`config.mk`:
```
export PLATFORM = sky130hd
export DESIGN_NAME = wbd_deser
export DESIGN_NICKNAME = d
export VERILOG_FILES = /design/src/rtl/wbd_pkg.sv /design/src/rtl/wbd_sync.sv /design/src/rtl/wbd_edge.sv /design/src/rtl/wbd_frame.sv /design/src/rtl/wbd_deser.sv
export SDC_FILE = /design/constraint.sdc
export NUM_CORES = 1
export LEC_CHECK = 0
export ABC_AREA = 1
export BUFFER_PORTS_ARGS = -buffer_cell sky130_fd_sc_hd__buf_2
export CAP_MARGIN = 10
export CORE_ASPECT_RATIO = 1.2
export CORE_MARGIN = 3
export CORE_UTILIZATION = 52
export CTS_CLUSTER_SIZE = 25
export DETAILED_ROUTE_END_ITERATION = 8
export GPL_TIMING_DRIVEN = 0
export HOLD_SLACK_MARGIN = 0.15
export PLACE_DENSITY_LB_ADDON = 0.25
export REMOVE_ABC_BUFFERS = 1
export SLEW_MARGIN = 30
export SYNTH_ARGS = -nofsm -noshare
export SYNTH_HDL_FRONTEND = slang
export SYNTH_SLANG_ARGS = --single-unit
```
`constraint.sdc`:
```
create_clock -name clk -period 1.6 [get_ports clk]
set_clock_uncertainty 0.05 [all_clocks]
set_input_delay 0.16 -clock clk [delete_from_list [all_inputs] [get_ports clk]]
set_output_delay 0.16 -clock clk [all_outputs]
set_load 0.03 [all_outputs]
```
`src/rtl/wbd_pkg.sv`:
```
package wbd_pkg;
   typedef enum logic [1:0] {
      BND_NONE = 2'd0,
      BND_GOOD = 2'd1,
      BND_BAD  = 2'd2
   } bnd_kind_e;
endpackage

```
`src/rtl/wbd_sync.sv`:
```
module wbd_sync #(
   parameter int             W       = 1,
   parameter int             STAGES  = 2,
   parameter logic [W-1:0]   RST_VAL = '0
) (
   input  logic         clk,
   input  logic         rst_n,
   input  logic [W-1:0] d,
   output logic [W-1:0] q
);
   logic [STAGES-1:0][W-1:0] st_q;

   initial begin
      assert (STAGES >= 2) else $fatal(1, "wbd_sync: STAGES must be at least 2");
      assert (W >= 1)      else $fatal(1, "wbd_sync: W must be at least 1");
   end

   always_ff @(posedge clk or negedge rst_n) begin
      if (!rst_n) st_q <= {STAGES{RST_VAL}};
      else        st_q <= {st_q[STAGES-2:0], d};
   end

   assign q = st_q[STAGES-1];
endmodule

```
`src/rtl/wbd_edge.sv`:
```
module wbd_edge (
   input  logic clk,
   input  logic rst_n,
   input  logic sclk_s,
   input  logic sdat_s,
   output logic bit_stb,
   output logic bit_val,
   output logic bnd_stb
);
   logic clk_p_q;
   logic dat_p_q;
   logic seen_q;

   always_ff @(posedge clk or negedge rst_n) begin
      if (!rst_n) begin
         clk_p_q <= 1'b1;
         dat_p_q <= 1'b0;
         seen_q  <= 1'b0;
      end else begin
         clk_p_q <= sclk_s;
         dat_p_q <= sdat_s;
         seen_q  <= sclk_s & (seen_q | bnd_stb);
      end
   end

   // payload bit on serial clock rise; frame end on data edge inside a high interval
   assign bit_stb = sclk_s & ~clk_p_q;
   assign bit_val = sdat_s;
   assign bnd_stb = sclk_s & clk_p_q & (sdat_s ^ dat_p_q) & ~seen_q;

   a_r4_one_bnd_per_high: assert property (@(posedge clk) disable iff (!rst_n)
      bnd_stb |=> !bnd_stb);
endmodule

```
`src/rtl/wbd_frame.sv`:
```
module wbd_frame
   import wbd_pkg::*;
#(
   parameter int DATA_W    = 24,
   parameter int LOCK_CNT  = 2,
   parameter bit LSB_FIRST = 1'b1
) (
   input  logic              clk,
   input  logic              rst_n,
   input  logic              bit_stb,
   input  logic              bit_val,
   input  logic              bnd_stb,
   output logic [DATA_W-1:0] word_o,
   output logic              vld_o,
   output logic              lock_o
);
   localparam int CNT_W  = $clog2(DATA_W + 2);
   localparam int GOOD_W = $clog2(LOCK_CNT + 1);
   localparam logic [CNT_W-1:0]  CNT_FULL = CNT_W'(DATA_W);
   localparam logic [CNT_W-1:0]  CNT_SAT  = CNT_W'(DATA_W + 1);
   localparam logic [GOOD_W-1:0] GOOD_MAX = GOOD_W'(LOCK_CNT);

   logic [DATA_W-1:0] sr_q, sr_nxt;
   logic [CNT_W-1:0]  cnt_q;
   logic [GOOD_W-1:0] good_q, good_nxt;
   logic              ref_q;
   bnd_kind_e         kind;

   initial begin
      assert (DATA_W >= 2)   else $fatal(1, "wbd_frame: DATA_W must be at least 2");
      assert (LOCK_CNT >= 1) else $fatal(1, "wbd_frame: LOCK_CNT must be at least 1");
   end

   generate
      if (LSB_FIRST) begin : g_lsb
         assign sr_nxt = {bit_val, sr_q[DATA_W-1:1]};
      end else begin : g_msb
         assign sr_nxt = {sr_q[DATA_W-2:0], bit_val};
      end
   endgenerate

   always_comb begin
      if (!bnd_stb)                        kind = BND_NONE;
      else if (ref_q && cnt_q == CNT_FULL) kind = BND_GOOD;
      else                                 kind = BND_BAD;
      good_nxt = (good_q == GOOD_MAX) ? good_q : good_q + 1'b1;
   end

   always_ff @(posedge clk or negedge rst_n) begin
      if (!rst_n) begin
         sr_q   <= '0;
         cnt_q  <= '0;
         good_q <= '0;
         ref_q  <= 1'b0;
         word_o <= '0;
         vld_o  <= 1'b0;
         lock_o <= 1'b0;
      end else begin
         vld_o <= 1'b0;
         if (bit_stb) begin
            sr_q  <= sr_nxt;
            cnt_q <= (cnt_q == CNT_SAT) ? cnt_q : cnt_q + 1'b1;
         end
         case (kind)
            BND_GOOD: begin
               cnt_q  <= '0;
               good_q <= good_nxt;
               if (good_nxt == GOOD_MAX) begin
                  lock_o <= 1'b1;
                  vld_o  <= 1'b1;
                  word_o <= sr_q;
               end
            end
            BND_BAD: begin
               cnt_q  <= '0;
               good_q <= '0;
               lock_o <= 1'b0;
               ref_q  <= 1'b1;
            end
            default: ;
         endcase
      end
   end

   a_r8_vld_single: assert property (@(posedge clk) disable iff (!rst_n)
      vld_o |=> !vld_o);
   a_r6_vld_locked: assert property (@(posedge clk) disable iff (!rst_n)
      vld_o |-> lock_o);
   a_r6_lock_with_vld: assert property (@(posedge clk) disable iff (!rst_n)
      $rose(lock_o) |-> vld_o);
   a_r9_word_hold: assert property (@(posedge clk) disable iff (!rst_n)
      !$stable(word_o) |-> vld_o);
endmodule

```
`src/rtl/wbd_deser.sv`:
```
module wbd_deser #(
   parameter int DATA_W      = 24,
   parameter int LOCK_CNT    = 2,
   parameter int SYNC_STAGES = 2,
   parameter int PCLK_HOLD   = 4,
   parameter bit LSB_FIRST   = 1'b1
) (
   input  logic              clk,
   input  logic              rst_n,
   input  logic              ser_clk_i,
   input  logic              ser_dat_i,
   output logic [DATA_W-1:0] word_o,
   output logic              word_vld_o,
   output logic              par_clk_o,
   output logic              lock_o
);
   localparam int HOLD_W = $clog2(PCLK_HOLD + 1);

   logic              sclk_s, sdat_s;
   logic              bit_stb, bit_val, bnd_stb;
   logic [HOLD_W-1:0] hold_q;

   initial begin
      assert (PCLK_HOLD >= 1) else $fatal(1, "wbd_deser: PCLK_HOLD must be at least 1");
   end

   wbd_sync #(.W(2), .STAGES(SYNC_STAGES), .RST_VAL(2'b10)) u_sync (
      .clk   (clk),
      .rst_n (rst_n),
      .d     ({ser_clk_i, ser_dat_i}),
      .q     ({sclk_s, sdat_s})
   );

   wbd_edge u_edge (
      .clk     (clk),
      .rst_n   (rst_n),
      .sclk_s  (sclk_s),
      .sdat_s  (sdat_s),
      .bit_stb (bit_stb),
      .bit_val (bit_val),
      .bnd_stb (bnd_stb)
   );

   wbd_frame #(.DATA_W(DATA_W), .LOCK_CNT(LOCK_CNT), .LSB_FIRST(LSB_FIRST)) u_frame (
      .clk     (clk),
      .rst_n   (rst_n),
      .bit_stb (bit_stb),
      .bit_val (bit_val),
      .bnd_stb (bnd_stb),
      .word_o  (word_o),
      .vld_o   (word_vld_o),
      .lock_o  (lock_o)
   );

   always_ff @(posedge clk or negedge rst_n) begin
      if (!rst_n) begin
         hold_q    <= HOLD_W'(PCLK_HOLD);
         par_clk_o <= 1'b0;
      end else begin
         if (hold_q != '0) hold_q <= hold_q - 1'b1;
         par_clk_o <= (hold_q == '0) ? sclk_s : 1'b0;
      end
   end

   a_r2_pclk_low_in_hold: assert property (@(posedge clk) disable iff (!rst_n)
      (hold_q != '0) |=> !par_clk_o);
endmodule

```
======== Word-level counts from Yosys, hierarchy flattened ========
Cells that the tools add are included.
word-level totals
  register bits after elaboration ......... 69
  bits in latches ......................... 0
  RAM bits ................................ 0
  ROM bits ................................ 0
  memories kept ........................... 0
operators by class
  $add $sub $neg .......................... 3
  $mul .................................... 0
  divide/modulo/power cells ............... 0
  magnitude comparators ................... 0
  equality and inequality tests ........... 8
  shift-type cells ........................ 0
  muxes and demuxes ....................... 12
  bitwise logic cells ..................... 9
  reduce and logical (&&, ||, !) cells .... 9
operators with widths
  cell                                                   number
  two-way mux 5 bit                                      3
  equality test 5 bit, second input constant             2
  equality test 2 bit, second input constant             3
  two-way mux 2 bit                                      3
  AND reduction 2 bit                                    3
  adder 5 x 1 -> 5 bit, second input constant            1
  AND 1 bit                                              5
  two-way mux 1 bit                                      4
  case mux 2 bit (2 select lines)                        1
  nonzero test 2 bit                                     2
  zero test 3 bit                                        1
  nonzero test 3 bit                                     1
  subtractor 3 x 1 -> 3 bit, second input constant       1
  adder 2 x 1 -> 2 bit, second input constant            1
  equality test 2 x 1 -> 1 bit, second input constant    1
  inequality test 2 x 1 -> 1 bit, second input constant  1
  inequality test 2 bit, second input constant           1
  inverter 1 bit                                         2
  case mux 1 bit (2 select lines)                        1
  OR reduction 2 bit                                     1
  logical AND 1 bit                                      1
  bitwise OR 1 bit                                       1
  bitwise XOR 1 bit                                      1

======== Longest topological paths before layout ========
Gate-level depths: netlist (run 1).
  word-level depth ........................ 8
  depth in mapped cells ................... 9
  mapped depth without buffers ............ 9

======== Cells and area by module ========
From an unflattened synthesis (run 1), not the netlist that was laid out.
second synthesis, totals
  cell total of the unflattened synthesis .. 315
  area total of the unflattened synthesis .. 2914.0 sq um
modules (own cells, without submodules)
  module     times used  cells each  area an instance (sq um)  sequential area each (sq um)
  wbd_frame  1           270         2451.1                    1451.4
  wbd_deser  1           23          205.2                     101.3
  wbd_edge   1           16          140.1                     76.3
  wbd_sync   1           6           117.6                     102.6

======== Worst setup path after synthesis (run 1) ========
OpenSTA, ideal clock, no wires.
  kind .................................... register -> register
  start point ............................. register u_frame.good_q[0]
  end point ............................... register u_frame.word_o[10]
  setup time .............................. 0.118 ns
  data arrival time ....................... 1.336 ns
  path slack .............................. 0.096 ns
  cell stages (with the launch flop) ...... 8
  clock period less this slack ............ 1.504 ns
  path through ............................ dfrtp_1 -> inv_1 -> ha_1 -> clkbuf_1 -> nand4_4 -> buf_2 -> nand2_1 -> nand2_1
on the way
  word-level cells in the longest chain between the ends .. 4
  elaborated cells on any way between the ends .. 5
ends and longest elaborated chain
  element                                                             line             text
  from (decl)                                                         wbd_frame.sv:25  logic [GOOD_W-1:0] good_q, good_nxt;
  from (signal assigned)                                              wbd_frame.sv:67  good_q <= good_nxt;
  adder 2 x 1 -> 2 bit / equality test 2 bit (equally long branches)  wbd_frame.sv:46  good_nxt = (good_q == GOOD_MAX) ? good_q : good_q + 1'b1;
  two-way mux 2 bit *                                                 wbd_frame.sv:46
  equality test 2 bit *                                               wbd_frame.sv:68  if (good_nxt == GOOD_MAX) begin
  AND reduction 2 bit (no source line) *                              --
  to (signal assigned)                                                wbd_frame.sv:71  word_o <= sr_q;
  to (decl)                                                           wbd_frame.sv:13  output logic [DATA_W-1:0] word_o,
Every way passes the cells marked *; elsewhere a longest branch is shown, timed or not.
A chain may end at the register's enable or synchronous reset.

======== Worst setup path after layout (run 1) ========
  start point ............................. register u_frame.cnt_q[1]
  end point ............................... register u_frame.word_o[12]
on the way
  word-level cells in the longest chain between the ends .. 6
ends and longest elaborated chain
  element                               line             text
  from (decl)                           wbd_frame.sv:24  logic [CNT_W-1:0] cnt_q;
  from (signal assigned)                wbd_frame.sv:62  cnt_q <= (cnt_q == CNT_SAT) ? cnt_q : cnt_q + 1'b1;
  equality test 5 bit                   wbd_frame.sv:44  else if (ref_q && cnt_q == CNT_FULL) kind = BND_GOOD;
  logical AND 1 bit                     wbd_frame.sv:44
  two-way mux 2 bit                     wbd_frame.sv:44
  two-way mux 2 bit                     wbd_frame.sv:43  if (!bnd_stb) kind = BND_NONE;
  equality test 2 x 1 -> 1 bit          wbd_frame.sv:64  case (kind)
  AND reduction 2 bit (no source line)  --
No other way between the ends.

==> results.md, run 1 <==
- Status: finished, violations left
- Failing checks: negative setup slack
- Largest stage delay, worst path: 400 ps
- Max Fclk: between 600 and 700 MHz
- H-tree Lvls: 3
- Largest net degree at the start of global routing: 51
- GRT Total Usage: between 20% and 30%
- Total power: around 3.8 mW
- Synth Register Bits: 69
- Setup Viol. Count Final: 4
- Clk pin slew, worst setup/hold paths: around 70 ps
- HPWL Detailed: 2920 um
- Slew Limit Headroom: between 70% and 80%
- Slew Limit Fails: 0
- Maximum VDD drop: between 600 and 700 uV
- Die ar.: between 6000 and 7000 um^2
- Critical-path top delay cell: dfrtp_1
- Warnings, synthesis: 0
- Register area: 1730 um^2
- Drt drc: 0
- Iteration-0 DRC Markers: 211
- Grt ovf: 0
- Critical path fanouts, max: 7
- WL per Instance: roughly 14 um
- Crit start category: flip-flop
- DRT antenna net count: 0
- Leakage: 1.84 nW
- Core area: between 5000 and 6000 um^2
- Via count: 2036
- Synthesized area: 2830 um^2
- Post-synthesis cell type count: 27
- Cells after Synth: slightly below 300
- Routability congestion estimate from global placement: 0.752
- TritonCTS clock tree: built
- Clock root cell: clkbuf_8
- Min-delay worst type: in -> async
- WS Path Type: reg -> reg
- Vias in the first global route: between 2000 and 2500
- Final hold vios: 0
- Io pins: 31
- Die Ht: 86.8 um
- Synth top area share: 57.5%
- CP dominant cell by count: nand2_1
- # nets final: 350
- Sequential share of the synthesized area: 61.2%
- Family with the most delay on the worst path: simple AND/OR/NAND/NOR gates
- Max-cap violations: 0
- Min Clock Period, post-route: between 1500 and 2000 ps
- Initial antenna violation count: 0
- Share of layout cells above drive strength 1: between 20% and 30%
- Final core occ: between 60% and 70%
- Total negative slack: -55.4 ps
- Fillers: about 380
- First-pass GRT wire length: ~9600 um
- Most frequent cells after synthesis: nand2_1, dfrtp_1, inv_1
- Post-synth EDFFs: 0
- Pre-antenna DRT Iters: 4
- CTS buffer count: 9
- Mean area per synthesized cell: 9.76 um^2
- Clock Latency Late Sink: 330 ps
- Diodes inserted: 0
- Post-route setup slack: -27.6 ps
- Cells along the critical path: inv_2 -> ha_4 -> nand3_4 -> nor2_4 -> buf_12 -> nand4_4 -> nand2_1 -> nand2_1
- CP Buf/Inv Count: 2
- Starting Density: 55.7%
- Synthesis-to-finish area growth: 23.3%
- PwrDens: 1080 nW/um^2
- Via/cell ratio: 5.03
- WL final: between 5000 and 6000 um
- Final Cycle Share: 102%
- Crit. End Element: flip-flop
- Biggest area consumer among synthesized cells: dfrtp_1
- Clock buffer depth: 2
- Row cnt: 28
- Worst Tran Pin Value: 450 ps
- Multi-input combinational cell area: between 1000 and 1500 um^2
- Die width: 73.3 um
- Async SR Flop Fraction: 100%
- Worst Path Arrival: 1810 ps
- Top post-synthesis cells by area: dfrtp_1, nand2_1, nand3_1
- Unrepaired setup endpoints after global routing: yes
- Clock Sinks: 69
- Top-count cell post-synth: nand2_1
- Data required, critical path: approximately 1800 ps
- Dominant register cell in the synthesized netlist: dfrtp_1
- IO Port Bufs: 30
-- registers in the layout, indices dropped and copies added (netlist names) --
name,cells
u_frame.cnt_q,5
u_frame.good_q,2
u_sync.st_q,2
u_edge.seen_q,1
u_edge.dat_p_q,1
u_frame.lock_o,1
u_edge.clk_p_q,1
u_frame.vld_o,1
u_frame.word_o,24
hold_q,3
par_clk_o,1
u_frame.sr_q,24
u_frame.ref_q,1
u_sync.q,2
-- power breakdown --
group          switching (mW)  internal, mW  leakage, nW
clock                   0.636         0.559       0.0764
sequential              0.120          1.92        0.879
combinational           0.297         0.230        0.880
-- per-stage QoR --
step                std cells  worst slack (ps)  cell area (um^2)  hold slack [ps]
CTS                       402              6.81              3390              217
global placement          368              -704              2970              215
global route              405              -154              3490              225
finish                    405             -27.6              3490              214
floorplan                 278              -318              2750             -186
detailed placement        369              -562              3000             35.8
-- area by class of cell --
type / count / share of cell area (%)
clock buffer: 12 / 3.87
clock inverter: 4 / 0.717
inverter: 29 / 3.30
multi-input combinational: 185 / 30.9
sequential: 69 / 49.6
tap: 60 / 2.15
timing repair buffer: 46 / 9.40
-- worst paths after layout --
path,startpoint,depth (start not counted),end,slack [ps]
max,u_frame.cnt_q[1],8,u_frame.word_o[12],-30
min,rst_n,2,u_frame.cnt_q[1],210
max reg2reg,u_frame.cnt_q[1],8,u_frame.word_o[12],-30
min reg2reg,u_sync.st_q[0],0,u_sync.q[0],300
max in group asynchronous,rst_n,3,u_frame.vld_o,770
min in group clk,u_sync.st_q[0],0,u_sync.q[0],300
-- routing by layer --
layer  share of wire [%]  vias to the layer above  track usage, %
met5                   0                        -               0
met4                 1.9                        0            10.2
met3                 3.9                        7            4.99
met2                  49                       43            31.7
met1                  45                      965            25.9
li1                    -                     1021               -
-- worst register-to-register path, cell delays in order (launching register included) --
cell,delay [ps]
dfrtp_1,400
inv_2,100
ha_4,140
nand3_4,60
nor2_4,210
buf_12,170
nand4_4,210
nand2_1,130
nand2_1,50
-- cells in the final DEF (no fill, tap or decap), drive strengths merged --
| master | netlist | layout |
|---|---|---|
| a21oi | 12 | 12 |
| buf | 8 | 43 |
| clkbuf | 4 | 12 |
| clkinv | 0 | 2 |
| clkinvlp | 0 | 3 |
| dfrtp | 65 | 65 |
| dfstp | 4 | 4 |
| dlygate4sd3 | 0 | 3 |
| ha | 6 | 6 |
| inv | 29 | 28 |
| mux2 | 1 | 1 |
| nand2 | 79 | 79 |
| nand3 | 28 | 28 |
| nand4 | 1 | 4 |
| nor2 | 28 | 30 |
| nor3 | 1 | 1 |
| o211ai | 1 | 1 |
| o21ai | 18 | 18 |
| or2 | 1 | 1 |
| xnor2 | 1 | 1 |
| xor2 | 3 | 3 |
-- cells by family (layout without fill, tap and decap cells) --
kind of cell / after synthesis / count (layout) / share of synthesized area (%)
fa+ha+maj: 6 / 6 / 2.65
simple gates: 138 / 143 / 22.1
buf+inv: 41 / 91 / 6.81
xor+xnor: 4 / 4 / 1.24
mux: 1 / 1 / 0.398
flops: 69 / 69 / 61.2
compound gates: 31 / 31 / 5.57
-- repair_timing --
| action | 4_1_cts | 5_1_grt |
|---|---|---|
| buffers inserted | 9 | 3 |
| setup endpoints to repair | 34 | 33 |
| gates cloned | 5 | 0 |
| pin swaps | 8 | 9 |
| gates resized for setup | 12 | 25 |
| endpoints found under the hold margin | 71 | 0 |
| hold buffers | 3 | 0 |
Note: power is estimated with default switching activity, not from simulation.
==> inputs of run 2 (changes only) <==
- SLEW_MARGIN: 30 -> 25
- TNS_END_PERCENT: not set -> 10
==> run 2 against run 1 <==
Net effect: the flow still finishes with violations (negative setup slack); non-clock buffer count shrank 1; clock-buffer cell count is the same; global-route usage is the same; critical endpoint unchanged; largest cell class unchanged.
==> results.md, run 2 (same netlist as run 1, synthesis figures left out) <==
- WL per Instance: 13.8 um
- Most common cell after layout, fill and taps aside: nand2_1
- Failing checks: negative setup slack
- Clock root cell: clkbuf_8
- Routability congestion estimate from global placement: around 0.75
- Vias in the first global route: 2004
- Total power: 3.73 mW
- Clock Latency Late Sink: approximately 330 ps
- Grt ovf: 0
- Final Cycle Share: 101%
- Min-delay worst type: in -> async
- Most frequent cells in the layout: nand2_1, dfrtp_1, buf_2, nand3_1, inv_1
- Largest net degree at the start of global routing: 51
- Maximum VDD drop: 622 uV
- # nets final: around 350
- H-tree Lvls: 3
- Starting Density: 55.7%
- Share of layout cells above drive strength 1: 27.3%
- Largest stage delay, worst path: approximately 400 ps
- Min Clock Period, post-route: 1610 ps
- First-pass GRT wire length: between 9000 and 10000 um
- Diodes inserted: 0
- Pre-antenna DRT Iters: 4
- Via/cell ratio: around 5
- Cells along the critical path: inv_2 -> ha_4 -> nand3_4 -> nor2_4 -> buf_12 -> nand4_4 -> nand2_1 -> nand2_1
- Drt drc: 0
- Critical-path top delay cell: dfrtp_1
- DRT antenna net count: 0
- CP dominant cell by count: nand2_1
- HPWL Detailed: between 2000 and 3000 um
- Slew Limit Fails: 0
- Final hold vios: 0
- Iteration-0 DRC Markers: 237
- Status: finished, violations left
- Area after DPL: 3000 um^2
- Leakage: 1.83 nW
- WL final: ~5600 um
- Clk pin slew, worst setup/hold paths: 70 ps
- Die width: about 73 um
- Slew Limit Headroom: a little over two thirds
- Clock Sinks: 69
- Family with the most delay on the worst path: simple AND/OR/NAND/NOR gates
- Crit start category: flip-flop
- Row cnt: 28
- WS Path Type: reg -> reg
- Core area: 5080 um^2
- Max Fclk: around 620 MHz
- Synthesis-to-finish area growth: 22.4%
- Final core occ: 68.2%
- Worst Tran Pin Value: between 400 and 500 ps
- Setup Viol. Count Final: 2
- PwrDens: between 1000 and 1500 nW/um^2
- Initial antenna violation count: 0
- Critical path origin: u_frame.cnt_q[1]
- Clock buffer depth: 2
- CTS buffer count: 9
- Crit. End Element: flip-flop
- Critical path fanouts, max: 7
- Biggest regs: u_frame.sr_q (24), u_frame.word_o (24), u_frame.cnt_q (5)
- Max-cap violations: 0
- Worst r2r src: u_frame.cnt_q[1]
- Via count: 2020
- Fin area: 3460 um^2
- Unrepaired setup endpoints after global routing: yes
- TritonCTS clock tree: built
- CP Buf/Inv Count: 2
- Die Ht: 86.8 um
- Worst Path Arrival: 1790 ps
- Die ar.: 6360 um^2
- Total negative slack: -13.5 ps
- Io pins: 31
- GRT Total Usage: between 20% and 30%
- IO Port Bufs: 30
- Dpl ws: -562 ps
- Data required, critical path: 1780 ps
- Post-route setup slack: -11.5 ps
## run 2: layout make-up
class / count / area, um^2
inverters: 29 / 115
clock inverters: 4 / 25.0
clock buffers: 12 / 135
well taps: 60 / 75.1
repair buffers: 45 / 317
flip-flops and latches: 69 / 1730
fillers: 384 / 1620
multi-input cells: 185 / 1060
## run 2: what timing repair did
action	CTS	global route
resized for setup	12	17
setup endpoints to repair	34	33
hold buffers	3	0
gates cloned	5	0
buffers inserted	9	2
hold endpoints to repair	71	0
pin swaps	8	9
## run 2: worst paths after layout
check                                     end  slack (ps)  depth (start not counted)
setup reg to reg           u_frame.word_o[12]         -10                          8
min in group clk                  u_sync.q[0]         300                          0
hold / removal               u_frame.cnt_q[1]         210                          2
max in group asynchronous    u_frame.sr_q[15]         780                          3
hold reg to reg                   u_sync.q[0]         300                          0
setup / recovery           u_frame.word_o[12]         -10                          8
## run 2: metal layers
metal | share of wire [%] | up-vias | global-route usage, % | routed length [um]
met5 | 0 | - | 0 | 0
met1 | 43 | 950 | 25.9 | 2420
met4 | 2.1 | 0 | 10.2 | 115
li1 | - | 1017 | - | -
met2 | 49 | 45 | 31.7 | 2750
met3 | 5.0 | 8 | 4.99 | 279
## run 2: metrics by stage
step,hold WS [ps],cells
floorplan,-186,278
global placement,215,368
detailed placement,35.8,369
CTS,217,402
global route,225,404
finish,213,404
## run 2: where the power goes
| group | switching, mW | leakage (nW) | internal (mW) | total, mW |
|---|---|---|---|---|
| sequential | 0.118 | 0.879 | 1.92 | 2.03 |
| clock | 0.636 | 0.0764 | 0.559 | 1.20 |
| combinational | 0.284 | 0.874 | 0.213 | 0.497 |
| total | 1.04 | 1.83 | 2.69 | 3.73 |
==> inputs of run 3 (changes only) <==
- TNS_END_PERCENT: 10 -> 1
==> run 3 against run 2 <==
Net effect: the run now ends clean; maximum frequency grew 1.8%; hold slack better by 3.2 ps; highest routed layer unchanged; clock power barely moved; final cell count decreased by 0.99%; sequential share of layout area grew 0.92 points; sequential power hardly changed; largest cell class unchanged; clock-buffer cell count unchanged; die area stayed put; combinational power fell by 23%; first-iteration DRC count shrank 21%.
==> results.md, run 3 (same netlist as run 1, synthesis figures left out) <==
- Diodes inserted: 0
- First-pass GRT wire length: 9470 um
- Via/cell ratio: 5.02
- Maximum VDD drop: 623 uV
- Clk pin slew, worst setup/hold paths: 70 ps
- GRT Total Usage: between 20% and 30%
- Max Fclk: between 600 and 700 MHz
- Routability congestion estimate from global placement: roughly 0.75
- Total power: 3.61 mW
- Die Ht: around 87 um
- Largest stage delay, worst path: 410 ps
- Clock Sinks: 69
- Share of layout cells above drive strength 1: between 20 and 30%
- Biggest regs: u_frame.sr_q (24), u_frame.word_o (24), u_frame.cnt_q (5)
- CP dominant cell by count: nand2_1
- Most frequent cells in the layout: nand2_1, dfrtp_1, buf_2, nand3_1, inv_1
- Cells along the critical path: inv_2 -> ha_1 -> nand3_2 -> nor2_4 -> buf_12 -> nand4_4 -> nand2_1 -> nand2_1
- H-tree Lvls: 3
- Via count: 2007
- DRT antenna net count: 0
- Crit start category: flip-flop
- Largest net degree at the start of global routing: between 50 and 60
- Critical-path top delay cell: dfrtp_1
- Vias in the first global route: 1991
- Reg2Reg Depth: 8
- Reg2Reg Capture Point: u_frame.word_o[12]
- Worst Tran Pin Value: ~470 ps
- Grt ovf: 0
- Most common cell after layout, fill and taps aside: nand2_1
- WL per Instance: 13.7 um
- HPWL Detailed: between 2000 and 3000 um
- Pre-antenna DRT Iters: 4
- Leakage: about 1.8 nW
- Starting Density: 55.7%
- Slew Limit Headroom: 69.0%
- Core area: 5080 um^2
- Unrepaired setup endpoints after global routing: yes
- M1 GR Usage: 25.6%
- Iteration-0 DRC Markers: 188
- Crit. End Element: flip-flop
- Die width: approximately 73 um
- Clock root cell: clkbuf_8
- Worst r2r src: u_frame.cnt_q[0]
- Die ar.: 6360 um^2
- Met2 usage: 31.4%
- Inst Count DP: 369
- Critical path fanouts, max: 7
- CP Buf/Inv Count: 2
- Met3 usage: 4.99%
- PwrDens: 1060 nW/um^2
- Clock buffer depth: 2
- Final hold vios: 0
- Family with the most delay on the worst path: simple AND/OR/NAND/NOR gates
- Min Clock Period, post-route: 1580 ps
- Setup Viol. Count Final: 0
- Drt drc: 0
- Reg2Reg Setup Slack: 20 ps
- Final Cycle Share: 98.9%
- Row cnt: 28
- CTS buffer count: 9
- Data required, critical path: 1780 ps
- Clock Latency Late Sink: 330 ps
- Max-cap violations: 0
- TritonCTS clock tree: built
- Io pins: 31
- Slew Limit Fails: 0
- Gr busiest metal: met2
- # nets final: 345
- Fin cells: 400
- IO Port Bufs: 30
- Synthesis-to-finish area growth: 20.2%
- Worst Path Arrival: 1760 ps
- WL final: 5470 um
- Initial antenna violation count: 0
- WS Path Type: reg -> reg
- Min-delay worst type: in -> async
- Status: finished clean
run 3: cell types whose count changed in the layout (fill, tap and decap cells not counted), sizes merged:
cell | before | now
buf | 42 | 38
run 3: layout make-up:
| type | instances | area (um^2) |
|---|---|---|
| well taps | 60 | 75.1 |
| flip-flops and latches | 69 | 1730 |
| inverters | 29 | 113 |
| clock buffers | 12 | 135 |
| multi-input cells | 185 | 1040 |
| clock inverters | 4 | 25.0 |
| fillers | 390 | 1680 |
| repair buffers | 41 | 279 |
run 3: metrics by stage:
step / hold slack (ps) / setup TNS, ps / util (%) / area [um^2] / setup WS [ps]
after floorplan: -186 / -4710 / - / 2750 / -318
after global placement: 215 / -25260 / 58.5 / 2970 / -704
after detailed placement: 35.8 / -15270 / 59.1 / 3000 / -562
after CTS: 217 / -25.4 / 66.4 / 3370 / -8.56
after global routing: 225 / -1850 / 66.9 / 3400 / -98.5
final: 216 / 0 / 66.9 / 3400 / 17.2
run 3: report_power, final:
| group | switching (mW) | total [mW] | internal, mW |
|---|---|---|---|
| combinational | 0.244 | 0.383 | 0.139 |
| sequential | 0.122 | 2.04 | 1.92 |
| clock | 0.632 | 1.19 | 0.559 |
run 3: worst max-delay path by stage:
stage                                 start            endpoint  slack [ps]  cells after the start
after floorplan                 u_sync.q[1]    u_frame.cnt_q[2]        -320                      5
after global placement          u_sync.q[1]    u_frame.cnt_q[3]        -700                      6
after detailed placement  u_frame.good_q[0]  u_frame.word_o[23]        -560                      5
after CTS                  u_frame.cnt_q[0]  u_frame.word_o[14]          -9                      8
after global routing            u_sync.q[1]    u_frame.cnt_q[2]        -100                      5
final                      u_frame.cnt_q[0]  u_frame.word_o[12]          20                      8
run 3: metal layers:
layer,routed length [um],part of all wire [%]
met5,0,0
met4,140,2.6
met3,189,3.5
met2,2630,48
met1,2510,46
run 3: repair_timing:
item | in CTS | in global routing
hold buffers | 3 | 0
setup endpoints to repair | 34 | 33
setup buffers | 7 | 0
gates resized for setup | 11 | 11
endpoints found under the hold margin | 71 | 0
pin swaps | 7 | 7
gates cloned | 5 | 0
